<file path="src/rtl/vf_pkg.sv">
package vf_pkg;
   localparam int OFS_W  = 5;
   localparam int N_EDGE = 3;
   localparam int E_VSET = 0;
   localparam int E_VCLR = 1;
   localparam int E_FTOG = 2;

   typedef struct packed {
      logic             dly_odd;
      logic             dly_even;
      logic             sign;
      logic [OFS_W-1:0] ofs;
   } edge_cfg_t;

   typedef edge_cfg_t [N_EDGE-1:0] edge_set_t;
endpackage

</file>
<file path="src/rtl/vf_line_counter.sv">
module vf_line_counter #(
   parameter int LINES_A = 263,
   parameter int LINES_B = 313,
   parameter int CNT_W   = 9
) (
   input  logic             clk,
   input  logic             rst_n,
   input  logic             line_stb,
   input  logic             std_act,
   output logic [CNT_W-1:0] cnt,
   output logic             roll
);
   localparam logic [CNT_W-1:0] LAST_A = CNT_W'(LINES_A - 1);
   localparam logic [CNT_W-1:0] LAST_B = CNT_W'(LINES_B - 1);

   logic [CNT_W-1:0] last;

   assign last = std_act ? LAST_B : LAST_A;
   assign roll = line_stb && (cnt == last);

   always_ff @(posedge clk) begin
      if (!rst_n)        cnt <= '0;
      else if (roll)     cnt <= '0;
      else if (line_stb) cnt <= cnt + 1'b1;
   end

   assert_cnt_in_range_R2: assert property (@(posedge clk) disable iff (!rst_n)
      cnt <= last);
   assert_roll_to_zero_R2: assert property (@(posedge clk) disable iff (!rst_n)
      roll |=> (cnt == '0));
   assert_cnt_hold_R9: assert property (@(posedge clk) disable iff (!rst_n)
      !line_stb |=> $stable(cnt));
endmodule

</file>
<file path="src/rtl/vf_cfg_shadow.sv">
module vf_cfg_shadow
   import vf_pkg::*;
#(
   parameter edge_set_t DEF_A = '0,
   parameter edge_set_t DEF_B = '0
) (
   input  logic      clk,
   input  logic      rst_n,
   input  logic      roll,
   input  logic      std_sel,
   input  edge_set_t set_a,
   input  edge_set_t set_b,
   input  logic      f_now,
   output edge_set_t cfg,
   output logic      std_act,
   output logic      parity
);
   always_ff @(posedge clk) begin
      if (!rst_n) begin
         cfg     <= std_sel ? DEF_B : DEF_A;
         std_act <= std_sel;
         parity  <= 1'b0;
      end else if (roll) begin
         cfg     <= std_sel ? set_b : set_a;
         std_act <= std_sel;
         parity  <= f_now;
      end
   end

   assert_cfg_hold_R8: assert property (@(posedge clk) disable iff (!rst_n)
      !roll |=> ($stable(cfg) && $stable(std_act) && $stable(parity)));
endmodule

</file>
<file path="src/rtl/vf_edge_match.sv">
module vf_edge_match
   import vf_pkg::*;
#(
   parameter int CNT_W = 9
) (
   input  edge_cfg_t        cfg,
   input  logic             parity,
   input  logic [CNT_W-1:0] cnt,
   input  logic             line_stb,
   output logic             hit
);
   logic [OFS_W:0]   tgt;
   logic [CNT_W-1:0] tgt_w;
   logic             dly;
   logic             sign_unused;

   assign sign_unused = cfg.sign;
   assign dly         = parity ? cfg.dly_odd : cfg.dly_even;
   assign tgt         = {1'b0, cfg.ofs} + {{OFS_W{1'b0}}, dly};
   assign tgt_w       = CNT_W'(tgt);
   assign hit         = line_stb && (cnt == tgt_w);
endmodule

</file>
<file path="src/rtl/vf_flag_gen.sv">
module vf_flag_gen
   import vf_pkg::*;
#(
   parameter int LINES_525F   = 263,
   parameter int LINES_625F   = 313,
   parameter int DEF525_VSET  = 5,
   parameter int DEF525_VCLR  = 4,
   parameter int DEF525_FTOG  = 3,
   parameter int DEF625_VSET  = 5,
   parameter int DEF625_VCLR  = 20,
   parameter int DEF625_FTOG  = 3,
   parameter bit CLEAR_WINS   = 1'b1
) (
   input  logic       clk,
   input  logic       rst_n,
   input  logic       line_stb,
   input  logic       std_625,
   input  logic [7:0] cfg525_vset,
   input  logic [7:0] cfg525_vclr,
   input  logic [7:0] cfg525_ftog,
   input  logic [7:0] cfg625_vset,
   input  logic [7:0] cfg625_vclr,
   input  logic [7:0] cfg625_ftog,
   output logic       v_flag,
   output logic       f_flag
);
   localparam int MAX_LINES = (LINES_525F > LINES_625F) ? LINES_525F : LINES_625F;
   localparam int MIN_LINES = (LINES_525F < LINES_625F) ? LINES_525F : LINES_625F;
   localparam int CNT_W     = $clog2(MAX_LINES);
   localparam int MAX_TGT   = (1 << OFS_W);

   localparam edge_set_t DEF_A = edge_set_t'({8'(DEF525_FTOG), 8'(DEF525_VCLR), 8'(DEF525_VSET)});
   localparam edge_set_t DEF_B = edge_set_t'({8'(DEF625_FTOG), 8'(DEF625_VCLR), 8'(DEF625_VSET)});

   generate
      if (MIN_LINES <= MAX_TGT + 1) begin : g_bad_field_len
         $error("field length must exceed the largest edge target plus one");
      end
      if (CNT_W <= OFS_W) begin : g_bad_cnt_w
         $error("line counter narrower than an edge target");
      end
   endgenerate

   edge_set_t        set_a, set_b, cfg_act;
   logic             std_act, parity, roll;
   logic [CNT_W-1:0] cnt;
   logic [N_EDGE-1:0] hit;
   logic             v_nxt;

   assign set_a = edge_set_t'({cfg525_ftog, cfg525_vclr, cfg525_vset});
   assign set_b = edge_set_t'({cfg625_ftog, cfg625_vclr, cfg625_vset});

   vf_line_counter #(
      .LINES_A (LINES_525F),
      .LINES_B (LINES_625F),
      .CNT_W   (CNT_W)
   ) u_cnt (
      .clk      (clk),
      .rst_n    (rst_n),
      .line_stb (line_stb),
      .std_act  (std_act),
      .cnt      (cnt),
      .roll     (roll)
   );

   vf_cfg_shadow #(
      .DEF_A (DEF_A),
      .DEF_B (DEF_B)
   ) u_shadow (
      .clk     (clk),
      .rst_n   (rst_n),
      .roll    (roll),
      .std_sel (std_625),
      .set_a   (set_a),
      .set_b   (set_b),
      .f_now   (f_flag),
      .cfg     (cfg_act),
      .std_act (std_act),
      .parity  (parity)
   );

   generate
      for (genvar e = 0; e < N_EDGE; e++) begin : g_edge
         vf_edge_match #(.CNT_W(CNT_W)) u_match (
            .cfg      (cfg_act[e]),
            .parity   (parity),
            .cnt      (cnt),
            .line_stb (line_stb),
            .hit      (hit[e])
         );
      end

      if (CLEAR_WINS) begin : g_clr_pri
         assign v_nxt = hit[E_VCLR] ? 1'b0 : (hit[E_VSET] ? 1'b1 : v_flag);
         assert_same_line_clear_R10: assert property (@(posedge clk) disable iff (!rst_n)
            hit[E_VCLR] |=> !v_flag);
      end else begin : g_set_pri
         assign v_nxt = hit[E_VSET] ? 1'b1 : (hit[E_VCLR] ? 1'b0 : v_flag);
      end
   endgenerate

   always_ff @(posedge clk) begin
      if (!rst_n) begin
         v_flag <= 1'b0;
         f_flag <= 1'b0;
      end else begin
         v_flag <= v_nxt;
         if (hit[E_FTOG]) f_flag <= ~f_flag;
      end
   end

   assert_v_hold_R9: assert property (@(posedge clk) disable iff (!rst_n)
      !line_stb |=> ($stable(v_flag) && $stable(f_flag)));
   assert_v_set_R3: assert property (@(posedge clk) disable iff (!rst_n)
      (hit[E_VSET] && !hit[E_VCLR]) |=> v_flag);
   assert_f_toggle_R5: assert property (@(posedge clk) disable iff (!rst_n)
      hit[E_FTOG] |=> (f_flag != $past(f_flag)));
   assert_f_steady_R5: assert property (@(posedge clk) disable iff (!rst_n)
      !hit[E_FTOG] |=> $stable(f_flag));
   assert_one_edge_kind_R2: assert property (@(posedge clk) disable iff (!rst_n)
      roll |-> !hit[E_FTOG]);
endmodule

</file>
<file path="config.mk">
export PLATFORM = sky130hd
export DESIGN_NAME = vf_flag_gen
export DESIGN_NICKNAME = d
export VERILOG_FILES = /design/src/rtl/vf_pkg.sv /design/src/rtl/vf_line_counter.sv /design/src/rtl/vf_cfg_shadow.sv /design/src/rtl/vf_edge_match.sv /design/src/rtl/vf_flag_gen.sv
export SDC_FILE = /design/constraint.sdc
export NUM_CORES = 1
export LEC_CHECK = 0
export CAP_MARGIN = 20
export CORE_ASPECT_RATIO = 1.25
export CORE_MARGIN = 1.5
export CORE_UTILIZATION = 55
export CTS_CLUSTER_SIZE = 30
export DETAILED_ROUTE_END_ITERATION = 10
export DONT_BUFFER_PORTS = 1
export PLACE_DENSITY = 0.83
export SETUP_SLACK_MARGIN = 0.02
export SYNTH_ARGS = -nofsm -noshare
export SYNTH_HDL_FRONTEND = slang
export SYNTH_HIERARCHICAL = 1
export SYNTH_SLANG_ARGS = --single-unit
</file>
<file path="constraint.sdc">
create_clock -name clk -period 2.1 [get_ports clk]
set_input_delay 0.42 -clock clk [delete_from_list [all_inputs] [get_ports clk]]
set_output_delay 0.42 -clock clk [all_outputs]
set_load 0.01 [all_outputs]
</file>
==> results of run 1 <==
## stage by stage
step                instance area (µm²)  utilization
finish                             2370        0.626
global route                       2370        0.626
CTS                                2330        0.616
detailed placement                 2230        0.590
global placement                   2230        0.590
floorplan                          2170            -
## flip-flops by register name, indices dropped and copies added, names as in the netlist
signal            cells
v_flag                1
u_shadow/std_act      1
f_flag                1
u_shadow/parity       1
u_shadow/cfg         21
u_cnt/cnt             9
## per-layer routing
metal  up-vias  routed length [µm]
met5         -                   0
met4         0                 102
met1       671                1540
li1        711                   -
met3        11                 184
met2        52                2030
## final cells by class
type                            count  area [µm²]
Fill cell                         291        1410
Multi-Input combinational cell    150        1220
Sequential cell                    34         902
Clock buffer                        6        82.6
Tap cell                           54        67.6
Timing Repair Buffer                6        57.6
Inverter                            7        26.3
Clock inverter                      2        12.5
## cells in the final DEF, fill, tap and decap left out, drive strengths merged, types with 5 or more instances in the layout
| cell type | n |
|---|---|
| o21ai | 5 |
| ha | 7 |
| xor2 | 11 |
| clkbuf | 6 |
| edfxtp | 22 |
| buf | 6 |
| mux2i | 22 |
| nand3 | 6 |
| dfxtp | 12 |
| nor2 | 13 |
| nand2 | 14 |
| xnor2 | 15 |
| inv | 7 |
| nor2b | 22 |
## how the worst min path moves through the flow
| stage | from | end | slack (ns) | cells after the start |
|---|---|---|---|---|
| after floorplan | v_flag$_SDFFE_PP0P_ | v_flag$_SDFFE_PP0P_ | 0.52 | 2 |
| after global placement | std_625 | u_shadow/std_act$_DFFE_PP_ | 0.52 | 0 |
| after detailed placement | std_625 | u_shadow/std_act$_DFFE_PP_ | 0.52 | 0 |
| after CTS | std_625 | u_shadow/std_act$_DFFE_PP_ | 0.22 | 0 |
| after global routing | std_625 | u_shadow/std_act$_DFFE_PP_ | 0.21 | 0 |
| final | std_625 | u_shadow/std_act$_DFFE_PP_ | 0.22 | 0 |
## what timing repair did
item | 4_1_cts | 5_1_grt
endpoints found under the setup margin | 2 | 2
gates resized for setup | 1 | 6
pin swaps | 1 | 6
hold buffers | 0 | 0
## power breakdown
| part | switching, mW | leakage, nW | total [mW] | internal, mW |
|---|---|---|---|---|
| Clock | 0.243 | 0.0472 | 0.506 | 0.263 |
| Combinational | 0.102 | 0.566 | 0.220 | 0.118 |
| Sequential | 0.0328 | 0.311 | 0.793 | 0.761 |
==> results.py, run 1 <==
metrics = {
    "placed_design": {
        "port_buffers": 0,
        "place_inst": 251,
        "post-place-ws_ns": 0.0178,
        "routabilityCongestion": 0.759,
        "dp_hpwl_um": 2840,
    },
    "setup_path": {
        "cp_num_buf_inv": 1,
        "worstSetupPathType": "reg -> reg",
        "r2r-start": "u_shadow/parity$_SDFFE_PN0P_",
        "crit_path_top_delay_cell": "dfxtp_2",
        "cp-startpoint": "u_shadow/parity$_SDFFE_PN0P_",
        "path_delay_family": "simple AND/OR/NAND/NOR gates",
        "rrSetupSlack_ns": 0.08,
        "critPathRequiredTime_ns": 2.32,
        "worstSetupStartpointType": "register",
        "crit_chain": "buf_4 > mux2_2 > ha_1 > ha_4 > and4b_2 > a31oi_1 > nor4_4 > nor3b_2",
        "path_depth": 8,
        "reg2regPathDepth": 8,
        "cp_max_fo": 3,
        "critPathMaxStageDelay_ns": 0.35,
        "worstPathArrival_ns": 2.24,
        "regToRegEndpoint": "v_flag$_SDFFE_PP0P_",
        "cp-end-kind": "register",
        "cp-endpoint": "v_flag$_SDFFE_PP0P_",
    },
    "hold_path": {
        "hold_path.class": "in -> reg",
    },
    "grt": {
        "gr-usage-met3": 0.0458,
        "antenna_found_initial": 0,
        "grt_busiest_layer": "met2",
        "grt-ovfl-total": 0,
        "grt_pass1_wl_um": 6290,
        "grt_pass1_vias": 1419,
        "grt_max_degree": 30,
        "track_usage": 0.196,
        "gr-usage-met1": 0.208,
        "use_met2": 0.348,
    },
    "detailed_routing": {
        "dr.pass1.iters": 4,
        "postRouteAntennaNets": 0,
        "drc": 0,
        "routedWlPerCell_um": 14.9,
        "wl_um": 3860,
        "via_count": 1445,
        "vias_per_cell": 5.58,
        "drtIter0Drc": 40,
    },
    "sta": {
        "setup_viol": 0,
        "worst_pin_slew_ns": 0.411,
        "timing.slew.headroom": 0.725,
        "hold_viol": 0,
        "timing.fmax_mhz": 496,
        "finalCritPeriodShare": 0.961,
        "maxSlewViolCount": 0,
        "fin_crit_ns": 2.02,
        "skew_ns": 0.00514,
        "setup-tns-final_ns": 0,
        "rsz0062_at_grt": "no",
        "whs_ns": 0.224,
        "setup_ws_ns": 0.0824,
    },
    "clock_network": {
        "clkLatencyLatePin_ns": 0.29,
        "clock_path_buffers": 2,
        "root_buffer": "clkbuf_8",
        "cts_buffers": 5,
        "cts_max_level": 2,
        "cts_tree": "built",
        "cts_num_sinks": 34,
        "post_cts_buffers": 0,
        "clk_pin_slew_ns": 0.07,
    },
    "run": {
        "cap_violations": 0,
    },
    "synthesis": {
        "syn_avg_cell_area_um2": 11.0,
        "synth_nets": 256,
        "synthesis.instances": 197,
        "yosys_warnings": 6,
        "netlist_area_mm2": 0.00217,
    },
    "floorplan": {
        "die_h_um": 73.3,
        "rows": 25,
        "fp.dieW_um": 59.2,
        "ios": 54,
        "coreArea_mm2": 0.00378,
        "start_util": 0.574,
        "dieArea_mm2": 0.00434,
    },
    "status": {
        "status": "finished, final reports clean",
    },
    "layout": {
        "nets": 263,
        "drive_gt1_frac": 0.176,
        "area_delta_synth_final_pct": 9.10,
        "n_antenna_cell": 0,
        "final-instance-count-excl-fill": 259,
    },
    "power_and_ir_drop": {
        "peakVddDrop_v": 0.000635,
        "power_density_mw_per_mm2": 641,
        "p_leak_nw": 0.925,
        "power_mw": 1.52,
    },
}
No activity file was read; power rests on OpenSTA's default activity.
==> inputs of run 2 (changes only) <==
--- a/config.mk
+++ b/config.mk
@@ -5,6 +5,7 @@
 export SDC_FILE = /design/constraint.sdc
 export NUM_CORES = 1
 export LEC_CHECK = 0
+export ABC_AREA = 1
 export CAP_MARGIN = 20
 export CORE_ASPECT_RATIO = 1.25
 export CORE_MARGIN = 1.5
==> results.py, run 2 <==
metrics = {
    "sta": {
        "finalCritPeriodShare": 0.980,
        "skew_ns": 0.00717,
        "hold_viol": 0,
        "worst_pin_slew_ns": 0.500,
        "timing.slew.headroom": 0.666,
        "maxSlewViolCount": 0,
        "setup-tns-final_ns": 0,
        "fin_crit_ns": 2.06,
        "setup_viol": 0,
        "timing.fmax_mhz": 486,
    },
    "layout": {
        "area_delta_synth_final_pct": 5.56,
        "drive_gt1_frac": 0.0838,
        "mostFrequentLayoutCells": "nand2_1, inv_1, nor2_1, nand3_1, edfxtp_1",
        "largest_registers": "u_shadow/cfg x21, u_cnt/cnt x9",
        "n_antenna_cell": 0,
        "final_common_cell": "nand2_1",
        "fillerInstances": 354,
        "regMostFlops": "u_shadow/cfg",
        "nets": 428,
        "largest_register_ffs": 21,
    },
    "setup_path": {
        "worstSetupPathType": "reg -> reg",
        "worstSetupStartpointType": "register",
        "worstPathArrival_ns": 2.24,
        "cp_num_buf_inv": 0,
        "crit_path_top_delay_cell": "dfxtp_4",
        "cp_max_fo": 4,
        "critPathRequiredTime_ns": 2.28,
        "cp-end-kind": "register",
        "path_delay_family": "simple AND/OR/NAND/NOR gates",
        "crit_chain": "mux2_1 > ha_1 > ha_2 > xnor2_2 > nand3_2 > nor2_1 > nand2_1 > nor2_2 > nand2_1 > nand2_1 > nor2_1",
        "cpMostUsedCell": "nand2_1",
        "critPathMaxStageDelay_ns": 0.37,
    },
    "detailed_routing": {
        "vias_per_cell": 4.96,
        "wl_um": 4880,
        "drtIter0Drc": 86,
        "postRouteAntennaNets": 0,
        "dr.pass1.iters": 4,
        "via_count": 2121,
        "routedWlPerCell_um": 11.4,
        "drc": 0,
    },
    "power_and_ir_drop": {
        "peakVddDrop_v": 0.000485,
        "p_int_mw": 1.07,
        "p_sw_frac": 0.264,
        "power_mw": 1.45,
        "p_switching_mw": 0.384,
        "power_density_mw_per_mm2": 556,
        "comb_power_share": 0.150,
        "clockPowerShare": 0.312,
        "p_leak_nw": 1.33,
        "p_seq_frac": 0.539,
    },
    "clock_network": {
        "cts_buffers": 5,
        "cts_tree": "built",
        "clk_pin_slew_ns": 0.07,
        "cts_max_level": 2,
        "cts_num_sinks": 34,
        "post_cts_buffers": 0,
        "root_buffer": "clkbuf_8",
        "clkLatencyLatePin_ns": 0.28,
        "cts_hold_buf": 0,
        "clock_path_buffers": 2,
    },
    "grt": {
        "grt_max_degree": 39,
        "grt-ovfl-total": 0,
        "antenna_found_initial": 0,
        "grt_pass1_vias": 1881,
        "track_usage": 0.205,
        "grt_pass1_wl_um": 7880,
    },
    "placed_design": {
        "routabilityCongestion": 0.792,
        "dp_hpwl_um": 3500,
        "port_buffers": 0,
    },
    "floorplan": {
        "die_h_um": 78.0,
        "ios": 54,
        "coreArea_mm2": 0.00436,
        "start_util": 0.568,
        "dieArea_mm2": 0.00492,
        "fp.dieW_um": 63.0,
        "rows": 27,
    },
    "synthesis": {
        "yosys_warnings": 6,
        "synth_nets": 428,
        "synthesis.instances": 369,
        "syn_avg_cell_area_um2": 6.71,
        "netlist_area_mm2": 0.00248,
    },
    "hold_path": {
        "hold_path.class": "in -> reg",
    },
    "run": {
        "cap_violations": 0,
    },
    "status": {
        "status": "finished, final reports clean",
    },
}
[run 2: final timing paths]
check | from | end | slack, ns | depth (start not counted)
max | u_shadow/parity$_SDFFE_PN0P_ | f_flag$_SDFFE_PN0P_ | 0.04 | 11
min | std_625 | u_shadow/std_act$_DFFE_PP_ | 0.24 | 0
max reg2reg | u_shadow/parity$_SDFFE_PN0P_ | f_flag$_SDFFE_PN0P_ | 0.04 | 11
min reg2reg | u_shadow/parity$_SDFFE_PN0P_ | u_shadow/parity$_SDFFE_PN0P_ | 0.53 | 2
[run 2: timing repair]
item	CTS	global route
pin swaps	0	3
gates resized for setup	1	7
endpoints found under the setup margin	2	2
[run 2: metrics by stage]
| step | hold slack, ns | instance area [µm²] | setup slack, ns | util | cells |
|---|---|---|---|---|---|
| final | 0.235 | 2620 | 0.0415 | 0.600 | 428 |
| after detailed placement | 0.521 | 2490 | 0.0239 | 0.572 | 420 |
| after global routing | 0.221 | 2620 | -0.0316 | 0.600 | 428 |
| after global placement | 0.521 | 2490 | 0.0993 | 0.572 | 420 |
| after CTS | 0.230 | 2570 | 0.0600 | 0.590 | 428 |
| after floorplan | 0.507 | 2480 | 0.213 | - | 369 |
[run 2: worst reg2reg max path, stage by stage (launching register included)]
cell and delay [ns]:
dfxtp_4 0.37, mux2_1 0.33, ha_1 0.20, ha_2 0.34, xnor2_2 0.11, nand3_2 0.07, nor2_1 0.13, nand2_1 0.10
nor2_2 0.12, nand2_1 0.07, nand2_1 0.07, nor2_1 0.04
[run 2: area by class of cell]
type	instances	area [µm²]	area share
clock inverters	3	11.3	0.00431
inverters	72	270	0.103
flip-flops and latches	34	905	0.346
clock buffers	5	68.8	0.0263
multi-input cells	254	1260	0.482
well taps	58	72.6	0.0278
repair buffers	2	27.5	0.0105
[run 2: power by group through the flow]
stage | clock (mW) | sequential [mW] | combinational [mW]
2_1_floorplan | 0 | 0.787 | 0.195
3_3_place_gp | 0 | 0.794 | 0.191
3_5_place_dp | 0 | 0.796 | 0.202
4_1_cts | 0.456 | 0.782 | 0.204
5_1_grt | 0.493 | 0.786 | 0.249
6_report | 0.453 | 0.783 | 0.218
[run 2: metal layers]
metal	GRT usage	vias up	share of wire	wire length [µm]
li1	-	1095	-	-
met1	0.211	950	0.39	1910
met2	0.398	70	0.54	2640
met3	0.0415	6	0.051	250
met4	0.0800	0	0.016	77
met5	0	-	0	0
==> inputs of run 3 (changes only) <==
--- a/config.mk
+++ b/config.mk
@@ -5,7 +5,7 @@
 export SDC_FILE = /design/constraint.sdc
 export NUM_CORES = 1
 export LEC_CHECK = 0
-export ABC_AREA = 1
+export ABC_AREA = 0
 export CAP_MARGIN = 20
 export CORE_ASPECT_RATIO = 1.25
 export CORE_MARGIN = 1.5
@@ -13,6 +13,7 @@
 export CTS_CLUSTER_SIZE = 30
 export DETAILED_ROUTE_END_ITERATION = 10
 export DONT_BUFFER_PORTS = 1
+export GPL_TIMING_DRIVEN = 0
 export PLACE_DENSITY = 0.83
 export SETUP_SLACK_MARGIN = 0.02
 export SYNTH_ARGS = -nofsm -noshare
==> results.py, run 3 (synthesized netlist as in run 1, its figures left out) <==
metrics = {
    "sta": {
        "rsz0062_at_grt": "yes",
        "setup_viol": 0,
        "finalCritPeriodShare": 0.935,
        "timing.fmax_mhz": 509,
        "worst_pin_slew_ns": 0.447,
        "whs_ns": 0.226,
        "maxSlewViolCount": 0,
        "timing.slew.headroom": 0.702,
        "hold_viol": 0,
        "skew_ns": 0.00473,
        "fin_crit_ns": 1.96,
        "setup-tns-final_ns": 0,
    },
    "layout": {
        "largest_register_ffs": 21,
        "area_delta_synth_final_pct": 8.23,
        "n_antenna_cell": 0,
        "nets": 263,
        "mostFrequentLayoutCells": "nor2b_1, mux2i_1, edfxtp_1, xnor2_1",
        "fillerInstances": 303,
        "seqCellArea_um2": 905,
        "regMostFlops": "u_shadow/cfg",
        "multi_input_area_mm2": 0.00121,
        "largest_registers": "u_shadow/cfg x21, u_cnt/cnt x9",
        "drive_gt1_frac": 0.151,
    },
    "grt": {
        "track_usage": 0.195,
        "grt_pass1_vias": 1396,
        "grt_max_degree": 23,
        "grt_pass1_wl_um": 6190,
        "grt-ovfl-total": 0,
        "antenna_found_initial": 0,
    },
    "floorplan": {
        "die_h_um": 73.3,
        "rows": 25,
        "dieArea_mm2": 0.00434,
        "start_util": 0.574,
        "coreArea_mm2": 0.00378,
        "ios": 54,
        "fp.dieW_um": 59.2,
    },
    "detailed_routing": {
        "vias_per_cell": 5.48,
        "via_count": 1420,
        "postRouteAntennaNets": 0,
        "wl_um": 3940,
        "dr.pass1.iters": 4,
        "drtIter0Drc": 40,
        "routedWlPerCell_um": 15.2,
        "drc": 0,
    },
    "setup_path": {
        "worstSetupStartpointType": "register",
        "regToRegEndpoint": "f_flag$_SDFFE_PN0P_",
        "worstSetupPathType": "reg -> reg",
        "reg2regPathDepth": 8,
        "worstPathArrival_ns": 2.15,
        "cp-end-kind": "register",
        "cp_max_fo": 4,
        "r2r-start": "u_shadow/parity$_SDFFE_PN0P_",
        "critPathRequiredTime_ns": 2.28,
        "rrSetupSlack_ns": 0.14,
    },
    "hold_path": {
        "worstHoldEndpoint": "u_shadow/std_act$_DFFE_PP_",
        "hold_path.class": "in -> reg",
        "worstHoldPathCells": 0,
        "min_from": "std_625",
    },
    "run": {
        "cap_violations": 0,
    },
    "clock_network": {
        "cts_tree": "built",
        "cts_buffers": 5,
        "clk_pin_slew_ns": 0.07,
        "clock_path_buffers": 2,
        "root_buffer": "clkbuf_8",
        "cts_max_level": 2,
        "clkLatencyLatePin_ns": 0.29,
        "cts_num_sinks": 34,
        "cts_hold_buf": 0,
    },
    "placed_design": {
        "routabilityCongestion": 0.779,
        "port_buffers": 0,
        "dp_hpwl_um": 2940,
    },
    "status": {
        "status": "finished, final reports clean",
    },
    "power_and_ir_drop": {
        "peakVddDrop_v": 0.000418,
        "power_density_mw_per_mm2": 632,
        "p_leak_nw": 0.914,
    },
}
==> run 3: cell count changes in the layout (fill, tap and decap cells not counted), moves of 4 or more <==
cell      before  now
a31oi_1        0    4
clkinv_1       6    1
inv_1         69    7
mux2i_1        1   22
nand2_1      127   13
nand2_2        7    1
nand3_1       22    6
nand3_2        4    0
nor2_1        59   13
nor2_2         4    0
nor2b_1        0   22
o21ai_0        0    4
xnor2_1        2   15
xor2_1         7   11
==> run 3: power breakdown <==
part,internal (mW),switching [mW]
sequential,0.759,0.0361
clock,0.228,0.239
combinational,0.117,0.108
==> run 3: worst max-delay path, cell delays in order, from the launching register on <==
cell and delay [ns]:
dfxtp_4 0.37, mux2_4 0.29, ha_2 0.19, ha_4 0.26, xnor2_1 0.10, nand3_1 0.09
nor4_2 0.29, xor2_1 0.09, and2_1 0.16
==> run 3: layout make-up <==
class | count | share of cell area
plain buffers | 6 | 0.0277
clock buffers | 6 | 0.0309
clock inverters | 2 | 0.00372
inverters | 7 | 0.0112
multi-input cells | 150 | 0.513
flip-flops and latches | 34 | 0.385
well taps | 54 | 0.0287
==> run 3: stage by stage <==
step	cell area, µm²	worst slack (ns)	power, mW	instances	util
5_1_grt	2350	-0.00419	1.55	259	0.621
3_5_place_dp	2240	-0.272	1.03	251	0.592
3_3_place_gp	2240	-0.201	1.02	251	0.592
2_1_floorplan	2170	0.0847	0.984	197	-
6_report	2350	0.136	1.49	259	0.621
4_1_cts	2330	0.0599	1.49	259	0.615
==> run 3: timing repair <==
item                       4_1_cts  5_1_grt
gates resized for setup          2        5
setup buffers                    0        0
setup endpoints to repair       24       24
pin swaps                        1        5
==> run 3: how the worst max path moves through the flow <==
stage	endpoint	cells past startpoint	from	slack, ns
detailed placement	u_shadow/cfg[18]$_SDFFCE_PN0P_	4	u_cnt/cnt[4]$_SDFFE_PP0P_	-0.27
floorplan	f_flag$_SDFFE_PN0P_	8	u_shadow/parity$_SDFFE_PN0P_	0.08
finish	f_flag$_SDFFE_PN0P_	8	u_shadow/parity$_SDFFE_PN0P_	0.14
CTS	v_flag$_SDFFE_PP0P_	8	u_shadow/parity$_SDFFE_PN0P_	0.06
global placement	u_shadow/cfg[19]$_SDFFCE_PN0P_	4	u_cnt/cnt[4]$_SDFFE_PP0P_	-0.20
global route	v_flag$_SDFFE_PP0P_	9	u_shadow/parity$_SDFFE_PN0P_	-0.004
==> run 3: metal layers <==
layer  vias up  share of wire  global-route usage  routed length, µm
li1        711              -                   -                  -
met1       652           0.41               0.212               1600
met4         0          0.026              0.0985                103
met5         -              0                   0                  0
met2        47           0.51               0.335               2030
met3        10          0.054              0.0599                213
